[config.mk]
export PLATFORM = sky130hd
export DESIGN_NAME = adc_scan_seq
export DESIGN_NICKNAME = d
export VERILOG_FILES = /design/src/rtl/adc_scan_pkg.sv /design/src/rtl/scan_clkdiv.sv /design/src/rtl/scan_shifter.sv /design/src/rtl/scan_result_mem.sv /design/src/rtl/adc_scan_seq.sv
export SDC_FILE = /design/constraint.sdc
export NUM_CORES = 1
export LEC_CHECK = 0
export CORE_MARGIN = 2
export CORE_UTILIZATION = 30
export CTS_CLUSTER_SIZE = 20
export DETAILED_ROUTE_END_ITERATION = 6
export DONT_BUFFER_PORTS = 1
export SYNTH_ARGS = -nofsm -noshare
export SYNTH_HDL_FRONTEND = slang
export SYNTH_SLANG_ARGS = --single-unit
export TNS_END_PERCENT = 5
[constraint.sdc]
create_clock -name clk_i -period 2 [get_ports clk_i]
set_clock_uncertainty 0.05 [all_clocks]
set_input_delay 0.1 -clock clk_i [delete_from_list [all_inputs] [get_ports clk_i]]
set_output_delay 0.1 -clock clk_i [all_outputs]
set_load 0.005 [all_outputs]
[src/rtl/adc_scan_pkg.sv]
package adc_scan_pkg;
  localparam int NUM_CH    = 8;
  localparam int CH_W      = $clog2(NUM_CH);
  localparam int WORD_W    = 16;
  localparam int CTRL_W    = 8;
  localparam int RES_W     = 12;
  localparam int RES_LSB   = 3;
  localparam int NUM_WORDS = NUM_CH + 1;

  // start bit, channel code, unipolar, single-ended, external clock
  function automatic logic [CTRL_W-1:0] ctrl_byte(input logic [CH_W-1:0] code);
    return {1'b1, code, 4'b1111};
  endfunction
endpackage

[src/rtl/scan_clkdiv.sv]
module scan_clkdiv #(
  parameter int unsigned DIV_HALF = 4
) (
  input  logic clk_i,
  input  logic rst_ni,
  input  logic run_i,
  output logic sclk_o,
  output logic rise_o,
  output logic fall_o
);
  localparam int CNT_W = (DIV_HALF > 1) ? $clog2(DIV_HALF) : 1;

  logic [CNT_W-1:0] cnt_q;
  logic             wrap;

  assign wrap   = (cnt_q == CNT_W'(DIV_HALF - 1));
  assign rise_o = run_i && wrap && !sclk_o;
  assign fall_o = run_i && wrap && sclk_o;

  always_ff @(posedge clk_i or negedge rst_ni) begin
    if (!rst_ni) begin
      cnt_q  <= '0;
      sclk_o <= 1'b0;
    end else if (!run_i) begin
      cnt_q  <= '0;
      sclk_o <= 1'b0;
    end else if (wrap) begin
      cnt_q  <= '0;
      sclk_o <= ~sclk_o;
    end else begin
      cnt_q  <= cnt_q + 1'b1;
    end
  end
endmodule

[src/rtl/scan_shifter.sv]
module scan_shifter #(
  parameter int WORD_W = 16
) (
  input  logic              clk_i,
  input  logic              rst_ni,
  input  logic              load_i,
  input  logic [WORD_W-1:0] load_word_i,
  input  logic              rise_i,
  input  logic              fall_i,
  input  logic              miso_i,
  output logic              mosi_o,
  output logic [WORD_W-1:0] rx_word_o
);
  logic [WORD_W-1:0] tx_q, rx_q;

  always_ff @(posedge clk_i or negedge rst_ni) begin
    if (!rst_ni)     tx_q <= '0;
    else if (load_i) tx_q <= load_word_i;
    else if (fall_i) tx_q <= {tx_q[WORD_W-2:0], 1'b0};
  end

  always_ff @(posedge clk_i or negedge rst_ni) begin
    if (!rst_ni)     rx_q <= '0;
    else if (rise_i) rx_q <= {rx_q[WORD_W-2:0], miso_i};
  end

  assign mosi_o    = tx_q[WORD_W-1];
  // word including the bit being sampled this edge
  assign rx_word_o = {rx_q[WORD_W-2:0], miso_i};
endmodule

[src/rtl/scan_result_mem.sv]
module scan_result_mem #(
  parameter int DEPTH  = 8,
  parameter int DATA_W = 12,
  parameter int ADDR_W = $clog2(DEPTH)
) (
  input  logic              clk_i,
  input  logic              rst_ni,
  input  logic              wr_en_i,
  input  logic [ADDR_W-1:0] wr_addr_i,
  input  logic [DATA_W-1:0] wr_data_i,
  input  logic [ADDR_W-1:0] rd_addr_i,
  output logic [DATA_W-1:0] rd_data_o
);
  logic [DATA_W-1:0] mem_q [DEPTH];

  for (genvar g = 0; g < DEPTH; g++) begin : g_slot
    always_ff @(posedge clk_i or negedge rst_ni) begin
      if (!rst_ni)                                      mem_q[g] <= '0;
      else if (wr_en_i && wr_addr_i == ADDR_W'(g))      mem_q[g] <= wr_data_i;
    end
  end

  assign rd_data_o = mem_q[rd_addr_i];
endmodule

[src/rtl/adc_scan_seq.sv]
module adc_scan_seq
  import adc_scan_pkg::*;
#(
  parameter int unsigned             DIV_HALF = 4,
  parameter logic [NUM_CH*CH_W-1:0]  CH_CODE  = 24'hEF2A60
) (
  input  logic             clk_i,
  input  logic             rst_ni,
  input  logic             start_i,
  output logic             busy_o,
  output logic             done_o,
  output logic             done_pulse_o,
  input  logic [CH_W-1:0]  rd_addr_i,
  output logic [RES_W-1:0] rd_data_o,
  output logic             sclk_o,
  output logic             cs_n_o,
  output logic             mosi_o,
  input  logic             miso_i
);
  localparam int BIT_W = $clog2(WORD_W);
  localparam int WRD_W = $clog2(NUM_WORDS);

  logic [WORD_W-1:0] tx_words [NUM_WORDS];

  for (genvar g = 0; g < NUM_WORDS; g++) begin : g_words
    if (g < NUM_CH) begin : g_ctrl
      assign tx_words[g] = {ctrl_byte(CH_CODE[g*CH_W +: CH_W]), {(WORD_W-CTRL_W){1'b0}}};
    end else begin : g_flush
      assign tx_words[g] = '0;
    end
  end

  logic             busy_q, cs_n_q, done_q, done_pulse_q;
  logic             last_q, pend_q;
  logic [BIT_W-1:0] bit_q;
  logic [WRD_W-1:0] word_q;

  logic              rise, fall, start_ok, word_end, load, wr_en;
  logic [CH_W-1:0]   wr_slot;
  logic [WORD_W-1:0] load_word, rx_word;

  assign start_ok  = start_i && !busy_q;
  assign word_end  = rise && (bit_q == BIT_W'(WORD_W - 1));
  assign wr_en     = word_end && (word_q != '0);
  assign wr_slot   = CH_W'(word_q - 1'b1);
  assign load      = start_ok || (fall && pend_q && !last_q);
  assign load_word = start_ok ? tx_words[0] : tx_words[word_q];

  scan_clkdiv #(.DIV_HALF(DIV_HALF)) u_div (
    .clk_i  (clk_i),
    .rst_ni (rst_ni),
    .run_i  (busy_q),
    .sclk_o (sclk_o),
    .rise_o (rise),
    .fall_o (fall)
  );

  scan_shifter #(.WORD_W(WORD_W)) u_shf (
    .clk_i       (clk_i),
    .rst_ni      (rst_ni),
    .load_i      (load),
    .load_word_i (load_word),
    .rise_i      (rise),
    .fall_i      (fall),
    .miso_i      (miso_i),
    .mosi_o      (mosi_o),
    .rx_word_o   (rx_word)
  );

  scan_result_mem #(.DEPTH(NUM_CH), .DATA_W(RES_W)) u_mem (
    .clk_i     (clk_i),
    .rst_ni    (rst_ni),
    .wr_en_i   (wr_en),
    .wr_addr_i (wr_slot),
    .wr_data_i (rx_word[RES_LSB +: RES_W]),
    .rd_addr_i (rd_addr_i),
    .rd_data_o (rd_data_o)
  );

  always_ff @(posedge clk_i or negedge rst_ni) begin
    if (!rst_ni) begin
      busy_q       <= 1'b0;
      cs_n_q       <= 1'b1;
      done_q       <= 1'b0;
      done_pulse_q <= 1'b0;
      last_q       <= 1'b0;
      pend_q       <= 1'b0;
      bit_q        <= '0;
      word_q       <= '0;
    end else begin
      done_pulse_q <= 1'b0;
      if (start_ok) begin
        busy_q <= 1'b1;
        cs_n_q <= 1'b0;
        done_q <= 1'b0;
        last_q <= 1'b0;
        pend_q <= 1'b0;
        bit_q  <= '0;
        word_q <= '0;
      end else if (busy_q) begin
        if (rise) begin
          if (word_end) begin
            bit_q  <= '0;
            pend_q <= 1'b1;
            if (word_q == WRD_W'(NUM_WORDS - 1)) last_q <= 1'b1;
            else                                 word_q <= word_q + 1'b1;
          end else begin
            bit_q <= bit_q + 1'b1;
          end
        end
        if (fall) begin
          if (last_q) begin
            busy_q       <= 1'b0;
            cs_n_q       <= 1'b1;
            done_q       <= 1'b1;
            done_pulse_q <= 1'b1;
            last_q       <= 1'b0;
            pend_q       <= 1'b0;
          end else if (pend_q) begin
            pend_q <= 1'b0;
          end
        end
      end
    end
  end

  assign busy_o       = busy_q;
  assign cs_n_o       = cs_n_q;
  assign done_o       = done_q;
  assign done_pulse_o = done_pulse_q;
endmodule

==> impl_metrics.env, run 1 <==
export IMPL_outcome="finished, violations left"
export IMPL_failed_checks="negative hold slack"
export IMPL_endpoint_kind="register"
export IMPL_wl_met1_um=5719
export IMPL_clock_fmax_mhz=530.8
export IMPL_syn_area_um2=6221
export IMPL_synth_seq_cells=135
export IMPL_hold_buffers=2
export IMPL_core_um2=20300
export IMPL_fp_dieH_um=148
export IMPL_grt_start_max_net_pins=136
export IMPL_grt_setup_unrepaired="false"
export IMPL_min_period_over_period_pct=94.20
export IMPL_layout_cells_non_filler=713
export IMPL_final_hold_viol_count=135
export IMPL_insertion_delay_ps=420
export IMPL_wl_um=12600
export IMPL_synth_distinct_cells=45
export IMPL_p_total_mw=7.479
export IMPL_clkSinkCount=135
export IMPL_post_dp_hpwl_um=7998
export IMPL_cts_tree="done"
export IMPL_hold_class="primary input to async pin"
export IMPL_wl_met2_um=6326
export IMPL_yosys_area_top_type_share_pct=53.90
export IMPL_cap_violations=0
export IMPL_dieWidth_um=148
export IMPL_ir_worst_vdd_mv=0.6735
export IMPL_wl_per_cell_um=17.67
export IMPL_cp_arrival_ps=2130
export IMPL_required_ps=2250
export IMPL_clk_pin_slew_ps=60
export IMPL_setup_tns_ps=0
export IMPL_seq_area_frac_synth_pct=54.32
export IMPL_track_usage_pct=12.71
export IMPL_clockBufferDepth=2
export IMPL_syn_to_final_growth_pct=16.53
export IMPL_highest_layer="met4"
export IMPL_place_inst=679
export IMPL_cp_max_fo=12
export IMPL_worst_pin_slew_ps=508.1
export IMPL_drtIter0Drc=156
export IMPL_drc_errors=0
export IMPL_power_density_nw_per_um2=1032
export IMPL_firstDrtPassIters=4
export IMPL_root_buffer="clkbuf_16"
export IMPL_postSynthNetCount=439
export IMPL_p_leak_nw=3.435
export IMPL_grt_antenna_before_repair=0
export IMPL_n_antenna_cell=0
export IMPL_r2r_cells=6
export IMPL_synthCells=424
export IMPL_fin_crit_ps=1884
export IMPL_yosys_top_cells_area="dfrtp_1 54%, mux2_2 19%, mux4_2 8.7%"
export IMPL_synth_area_leader_cell="dfrtp_1"
export IMPL_ios=25
export IMPL_grt_pass1_vias=3875
export IMPL_port_buffers=0
export IMPL_via_per_inst=4.878
export IMPL_drive_gt1_share_pct=42.66
export IMPL_synthFlopType="dfrtp_1"
export IMPL_htreeDepth=4
export IMPL_start_kind="register"
export IMPL_cts_buffers=17
export IMPL_met3WireLength_um=383
export IMPL_dieArea_um2=21900
export IMPL_cts_setup_buffers=0
export IMPL_rows=52
export IMPL_grt_pass1_wl_um=21420
export IMPL_critical_path_class="register to register"
export IMPL_fin_ws_ps=116.1
export IMPL_final_nets=445
export IMPL_worst_hold_slack_ps=-667.0
export IMPL_post_route_util_pct=35.71
export IMPL_ant_nets=0
export IMPL_grt_overflow=0
export IMPL_slew_headroom_pct=66.13
export IMPL_async_reset_ff_share_pct=100.0
export IMPL_place_ws_ps=86.54
export IMPL_drv_slew=0
export IMPL_syn_area_per_cell_um2=14.67
export IMPL_ys_warn_count=0
export IMPL_setup_viol=0
export IMPL_initial_core_util_pct=30.65
export IMPL_gp_congestion=0.7248
export IMPL_via_count=3478
export IMPL_synth_edff_count=0
state kept, by name, indices dropped and copies added (netlist names):
register and count:
pend_q 1, u_div.cnt_q 2, u_shf.tx_q 8, busy_o 1, word_q 4, done_o 1, last_q 1, cs_n_o 1
bit_q 4, u_shf.rx_q 14, u_mem.mem_q 96, done_pulse_o 1, u_div.sclk_o 1
logic make-up (layout without fill, tap and decap cells):
family,after synthesis,in the layout,share of synthesized area (%)
muxes,148,148,31.09
DFF,135,135,54.32
and+or+nand+nor,60,60,5.813
buffers and inverters,42,61,3.198
AOI/OAI and AO/OA,27,27,3.278
adders and majority gates,8,8,1.609
xor gates and xnor gates,4,4,0.6840
report_power, final:
group | internal (mW) | total (mW) | switching (mW)
clock network | 2.00 | 3.11 | 1.11
logic | 0.507 | 0.999 | 0.492
registers | 3.02 | 3.37 | 0.351
total | 5.52 | 7.48 | 1.96
stage by stage:
step,area [um2],hold WS (ps)
floorplan,6226,-245.6
global placement,6611,-233.8
detailed placement,6611,-234.6
CTS,7221,-682.0
global route,7249,-695.7
finish,7249,-667.0
metal layers:
| metal | vias to the layer above | global-route usage, % |
|---|---|---|
| met5 | - | 0 |
| met4 | 0 | 4.667 |
| met3 | 11 | 3.642 |
| met2 | 35 | 20.58 |
| met1 | 1857 | 16.25 |
| li1 | 1575 | - |
area by class of cell:
type,instances,area (um2)
multi-input combinational,247,2673
sequential,135,3379
clock inverter,8,127.6
timing repair buffer,24,251.5
inverter,5,18.77
fill,1970,13050
tap,270,337.8
clock buffer,24,461.7
path summary, 6_finish.rpt:
path,slack [ps],start,endpoint
max,120,word_q[0],u_mem.mem_q[16]
min,-670,rst_ni,u_mem.mem_q[57]
max reg2reg,120,word_q[0],u_mem.mem_q[16]
min reg2reg,390,u_div.cnt_q[0],u_div.cnt_q[0]
max in group asynchronous,2350,rst_ni,cs_n_o
min in group clk_i,110,start_i,cs_n_o
synth_stat cells, types with 2 or more instances:
cell type,number
nand4_2,4
buf_4,7
a31oi_1,4
xnor2_1,2
a21oi_1,3
mux2_2,103
nand2_1,13
nand4_1,2
mux2_1,19
nand2b_1,3
nor2_1,8
o21ai_0,4
buf_1,12
nor3_1,4
nand3_1,13
a211oi_2,4
mux4_2,24
o311ai_0,2
mux2i_1,2
a211oi_1,5
clkbuf_1,6
dfrtp_1,134
ha_1,8
buf_2,11
o31ai_1,2
inv_1,5
and3_1,2
placed cells by master (no fill, tap or decap), types with 2 or more instances in the layout:
cell type / synthesis / routed
mux2_1: 19 / 19
nor2_1: 8 / 8
nor3_1: 4 / 4
nand3_1: 13 / 13
dfrtp_1: 134 / 134
mux2_2: 103 / 103
clkbuf_16: 0 / 17
xnor2_1: 2 / 2
a21oi_1: 3 / 3
inv_1: 5 / 5
and3_1: 2 / 2
buf_12: 0 / 5
clkbuf_1: 6 / 6
mux4_2: 24 / 24
a211oi_1: 5 / 5
nand2_1: 13 / 13
buf_4: 7 / 16
nand2b_1: 3 / 2
o311ai_0: 2 / 2
mux2i_1: 2 / 2
ha_1: 8 / 7
o21ai_0: 4 / 4
nand4_2: 4 / 4
o31ai_1: 2 / 2
clkinvlp_4: 0 / 2
a211oi_2: 4 / 2
a31oi_1: 4 / 4
a211oi_4: 0 / 2
nand4_1: 2 / 2
dlygate4sd3_1: 0 / 2
bufinv_16: 0 / 3
worst max-delay path: stages, from the launching register on:
cell	delay [ps]
dfrtp_1	340
inv_1	90
ha_4	190
nand2b_2	250
a211oi_2	270
buf_6	220
mux2_2	350
what timing repair did:
| action | CTS | global route |
|---|---|---|
| hold endpoints to repair | 142 | 135 |
| setup endpoints to repair | 0 | 35 |
| resized for setup | 0 | 4 |
No activity file was read; power rests on OpenSTA's default activity.
==> run 2, diff against run 1 <==
--- a/config.mk
+++ b/config.mk
@@ -7,6 +7,7 @@
 export LEC_CHECK = 0
 export CORE_MARGIN = 2
 export CORE_UTILIZATION = 30
+export CTS_BUF_LIST = sky130_fd_sc_hd__clkbuf_8
 export CTS_CLUSTER_SIZE = 20
 export DETAILED_ROUTE_END_ITERATION = 6
 export DONT_BUFFER_PORTS = 1
==> run 2 against run 1 <==
  * The run still ends with negative hold slack left
  * Clock power down 28%
  * Total power down 12%
  * Hold slack worse by 25 ps
  * Largest cell class unchanged
==> impl_metrics.env, run 2 (same netlist as run 1, synthesis figures left out) <==
export IMPL_outcome="finished, violations left"
export IMPL_failed_checks="negative hold slack"
export IMPL_dieWidth_um=148
export IMPL_cts_tree="done"
export IMPL_final_nets=445
export IMPL_clock_fmax_mhz=533.9
export IMPL_cp_arrival_ps=2130
export IMPL_ant_nets=0
export IMPL_fin_area_um2=7054
export IMPL_clockBufferDepth=2
export IMPL_drive_gt1_share_pct=42.66
export IMPL_final_hold_viol_count=135
export IMPL_final_common_cell="dfrtp_1"
export IMPL_hold_class="primary input to async pin"
export IMPL_start_kind="register"
export IMPL_firstDrtPassIters=4
export IMPL_clk_pin_slew_ps=80
export IMPL_layout_cells_non_filler=713
export IMPL_drtIter0Drc=145
export IMPL_p_leak_nw=3.373
export IMPL_cts_setup_buffers=0
export IMPL_p_total_mw=6.607
export IMPL_track_usage_pct=12.58
export IMPL_via_count=3453
export IMPL_wl_um=12500
export IMPL_endpoint_kind="register"
export IMPL_gp_congestion=0.7248
export IMPL_largest_reg_flops=96
export IMPL_fp_dieH_um=148
export IMPL_root_buffer="clkbuf_8"
export IMPL_grt_start_max_net_pins=136
export IMPL_setup_viol=0
export IMPL_rows=52
export IMPL_dieArea_um2=21900
export IMPL_hold_buffers=2
export IMPL_post_dp_hpwl_um=7998
export IMPL_port_buffers=0
export IMPL_worst_pin_slew_ps=510.6
export IMPL_min_period_over_period_pct=93.64
export IMPL_slew_headroom_pct=65.96
export IMPL_cp_max_fo=7
export IMPL_insertion_delay_ps=430
export IMPL_drv_slew=0
export IMPL_ir_worst_vdd_mv=0.6196
export IMPL_cap_violations=0
export IMPL_setup_tns_ps=0
export IMPL_worst_hold_slack_ps=-691.7
export IMPL_most_common_layout_cells="134 x dfrtp_1, 103 x mux2_2, 24 x mux4_2"
export IMPL_required_ps=2260
export IMPL_core_um2=20300
export IMPL_ios=25
export IMPL_grt_pass1_vias=3852
export IMPL_power_density_nw_per_um2=936.5
export IMPL_clkSinkCount=135
export IMPL_grt_setup_unrepaired="false"
export IMPL_reg_top3="u_mem.mem_q: 96 flops, u_shf.rx_q: 14 flops, u_shf.tx_q: 8 flops"
export IMPL_htreeDepth=4
export IMPL_cts_buffers=17
export IMPL_place_inst=679
export IMPL_place_area_um2=6611
export IMPL_fin_crit_ps=1873
export IMPL_via_per_inst=4.843
export IMPL_initial_core_util_pct=30.65
export IMPL_critical_path_class="register to register"
export IMPL_syn_to_final_growth_pct=13.40
export IMPL_wl_per_cell_um=17.53
export IMPL_grt_pass1_wl_um=21310
export IMPL_grt_antenna_before_repair=0
export IMPL_largest_register="u_mem.mem_q"
export IMPL_n_antenna_cell=0
export IMPL_drc_errors=0
export IMPL_grt_overflow=0
==> run 2: cell types whose count changed in the layout (fill, tap and decap cells not counted) <==
cell | before | now
a211oi_2 | 2 | 3
a211oi_4 | 2 | 1
buf_4 | 16 | 15
buf_6 | 1 | 2
clkbuf_1 | 6 | 0
clkbuf_16 | 17 | 0
clkbuf_8 | 1 | 18
inv_1 | 5 | 11
==> run 2: path summary, 6_finish.rpt <==
path | startpoint | end | slack, ps | cells after the start
max reg2reg | word_q[0] | u_mem.mem_q[33] | 130 | 6
max in group asynchronous | rst_ni | cs_n_o | 2340 | 0
max | word_q[0] | u_mem.mem_q[33] | 130 | 6
min in group clk_i | start_i | cs_n_o | 90 | 3
min reg2reg | u_div.cnt_q[0] | u_div.cnt_q[0] | 390 | 1
min | rst_ni | u_mem.mem_q[29] | -690 | 0
==> run 2: worst max-delay path: stages, from the launching register on <==
cell and delay, ps:
dfrtp_1 380, inv_1 140, ha_4 190, nand3b_4 150, a211oi_4 300, buf_4 210, mux2_2 340
==> run 2: routing by layer <==
metal,wire length (um),global-route usage [%],vias up
met5,0,0,-
met4,124,3.952,0
met3,410,3.549,10
met2,6274,20.51,44
met1,5688,16.28,1827
li1,-,-,1572
==> run 2: what timing repair did <==
item                       CTS  global route
hold endpoints to repair   142           135
gates resized for setup      0             4
setup endpoints to repair    0            40
==> run 2: power breakdown <==
part | internal (mW) | switching (mW) | leakage [nW] | total [mW]
Combinational | 0.506 | 0.488 | 1.34 | 0.994
Sequential | 3.01 | 0.353 | 1.82 | 3.37
Clock | 1.24 | 1.00 | 0.217 | 2.25
==> run 2: stage by stage <==
stage / worst slack, ps / hold WS (ps) / util (%)
2_1_floorplan: 11.03 / -245.6 / -
3_3_place_gp: 108.0 / -233.8 / 32.57
3_5_place_dp: 86.54 / -234.6 / 32.57
4_1_cts: 62.00 / -721.3 / 34.63
5_1_grt: 14.57 / -739.4 / 34.75
6_report: 127.1 / -691.7 / 34.75
==> run 2: layout make-up <==
| class | count | area (um2) |
|---|---|---|
| Fill cell | 1986 | 13250 |
| Timing Repair Buffer | 24 | 255.2 |
| Clock buffer | 18 | 247.7 |
| Inverter | 5 | 18.77 |
| Tap cell | 270 | 337.8 |
| Clock inverter | 14 | 150.1 |
| Multi-Input combinational cell | 247 | 2665 |
| Sequential cell | 135 | 3379 |
==> run 3, diff against run 2 <==
--- a/config.mk
+++ b/config.mk
@@ -5,6 +5,7 @@
 export SDC_FILE = /design/constraint.sdc
 export NUM_CORES = 1
 export LEC_CHECK = 0
+export CORE_ASPECT_RATIO = 1.25
 export CORE_MARGIN = 2
 export CORE_UTILIZATION = 30
 export CTS_BUF_LIST = sky130_fd_sc_hd__clkbuf_8
==> run 3 against run 2 <==
  * The flow still finishes with violations (negative hold slack)
  * Clock power is 13% higher
  * Flip-flop and latch count stayed put
  * Sequential share of layout area down 0.31 points
  * Wire length shrank 2.8%
  * Cell area up 0.66%
  * First-iteration DRC count fell by 3.4%
  * Critical path type unchanged
==> impl_metrics.env, run 3 (same netlist as run 1, synthesis figures left out) <==
export IMPL_critical_path_class="register to register"
export IMPL_most_common_layout_cells="134 x dfrtp_1, 103 x mux2_2, 24 x mux4_2"
export IMPL_dieArea_um2=21910
export IMPL_fin_crit_ps=1943
export IMPL_cpLargestDelayFamily="flip-flops"
export IMPL_rrSetupSlack_ps=60
export IMPL_seqCellArea_um2=3379
export IMPL_grt_antenna_before_repair=0
export IMPL_drc_errors=0
export IMPL_hold_buffers=2
export IMPL_clockBufferDepth=2
export IMPL_reg2reg_to="u_mem.mem_q[11]"
export IMPL_reg_top3="u_mem.mem_q: 96 flops, u_shf.rx_q: 14 flops, u_shf.tx_q: 8 flops"
export IMPL_syn_to_final_growth_pct=14.14
export IMPL_cp_startpoint="word_q[0]"
export IMPL_rows=58
export IMPL_grt_start_max_net_pins=136
export IMPL_via_per_inst=4.925
export IMPL_cts_buffers=17
export IMPL_rr_startpoint="word_q[0]"
export IMPL_via_count=3492
export IMPL_post_dp_hpwl_um=7512
export IMPL_p_leak_nw=3.368
export IMPL_grt_setup_unrepaired="true"
export IMPL_cp_max_fo=12
export IMPL_fin_area_um2=7101
export IMPL_insertion_delay_ps=450
export IMPL_largest_register="u_mem.mem_q"
export IMPL_critPathMaxStageDelay_ps=380
export IMPL_cap_violations=0
export IMPL_ir_worst_vdd_mv=0.5569
export IMPL_place_area_um2=6631
export IMPL_drtIter0Drc=140
export IMPL_start_kind="register"
export IMPL_fp_dieH_um=165
export IMPL_initial_core_util_pct=30.73
export IMPL_grt_pass1_vias=3762
export IMPL_cp_arrival_ps=2220
export IMPL_setup_tns_ps=0
export IMPL_slew_headroom_pct=65.35
export IMPL_ant_nets=0
export IMPL_dieWidth_um=132.8
export IMPL_power_density_nw_per_um2=965.6
export IMPL_track_usage_pct=12.05
export IMPL_fillerInstances=1920
export IMPL_largest_reg_flops=96
export IMPL_min_period_over_period_pct=97.16
export IMPL_clk_pin_slew_ps=80
export IMPL_ios=25
export IMPL_firstDrtPassIters=5
export IMPL_setup_viol=0
export IMPL_core_um2=20250
export IMPL_grt_overflow=0
export IMPL_r2r_cells=6
export IMPL_layout_cells_non_filler=709
export IMPL_grt_pass1_wl_um=20200
export IMPL_failed_checks="negative hold slack"
export IMPL_final_hold_viol_count=135
export IMPL_hold_class="primary input to async pin"
export IMPL_gp_congestion=0.7400
export IMPL_clkSinkCount=135
export IMPL_cp_num_cells=6
export IMPL_endpoint_kind="register"
export IMPL_n_antenna_cell=0
export IMPL_endpoint="u_mem.mem_q[11]"
export IMPL_port_buffers=0
export IMPL_path_buf_inv=2
export IMPL_place_inst=675
export IMPL_final_nets=441
export IMPL_worst_hold_slack_ps=-702.4
export IMPL_p_total_mw=6.857
export IMPL_required_ps=2270
export IMPL_drv_slew=0
export IMPL_cts_tree="done"
export IMPL_slowest_stage="dfrtp_1"
export IMPL_wl_per_cell_um=17.13
export IMPL_multiInputGateArea_um2=2648
export IMPL_htreeDepth=4
export IMPL_root_buffer="clkbuf_8"
export IMPL_outcome="finished, violations left"
export IMPL_crit_chain="inv_1 -> ha_2 -> nand3b_4 -> a211oi_2 -> buf_12 -> mux2_2"
export IMPL_worst_pin_slew_ps=519.8
export IMPL_drive_gt1_share_pct=43.51
export IMPL_final_common_cell="dfrtp_1"
export IMPL_wl_um=12140
export IMPL_clock_fmax_mhz=514.6
run 3: cell types whose count changed in the layout (fill, tap and decap cells not counted), sizes merged:
cell	change
buf	-4
bufinv	+1
clkbuf	-1
run 3: timing repair:
action,CTS,global route
hold endpoints to repair,143,135
buffers inserted,0,0
gates resized for setup,0,1
endpoints found under the setup margin,0,96
run 3: per-stage QoR:
stage               utilization [%]  hold WS [ps]  setup slack [ps]
CTS                           35.07        -741.6             39.52
detailed placement            32.75        -237.5             53.23
finish                        35.07        -702.4             56.89
global route                  35.07        -744.9            -57.16
floorplan                         -        -245.6             11.03
global placement              32.75        -237.8             107.6
run 3: cell type report:
cell class	count	area share [%]
Sequential cell	135	47.59
Tap cell	270	4.758
Multi-Input combinational cell	247	37.29
Inverter	5	0.2643
Clock buffer	17	3.295
Clock inverter	15	3.031
Timing Repair Buffer	20	3.771
run 3: worst min-delay path by stage:
stage                      endpoint  slack, ps  depth (start not counted)    from
global route        u_mem.mem_q[67]       -740                          0  rst_ni
global placement    u_mem.mem_q[79]       -240                          0  rst_ni
finish              u_mem.mem_q[67]       -700                          0  rst_ni
CTS                 u_mem.mem_q[76]       -740                          0  rst_ni
detailed placement  u_mem.mem_q[79]       -240                          0  rst_ni
floorplan                  bit_q[0]       -250                          0  rst_ni
run 3: layer usage:
layer	up-vias	part of all wire, %	global-route usage (%)
li1	1569	-	-
met1	1850	43	14.56
met2	56	52	20.30
met3	17	3.2	3.161
met4	0	1.7	5.376
met5	-	0	0
run 3: where the power goes:
part           total (mW)  internal [mW]  switching [mW]
Clock                2.55           1.39            1.15
Sequential           3.34           3.01           0.330
Combinational       0.970          0.500           0.470
run 3: worst register-to-register path: stages, from the launching register on:
cell      delay (ps)
dfrtp_1          380
inv_1            100
ha_2             260
nand3b_4         150
a211oi_2         340
buf_12           200
mux2_2           350
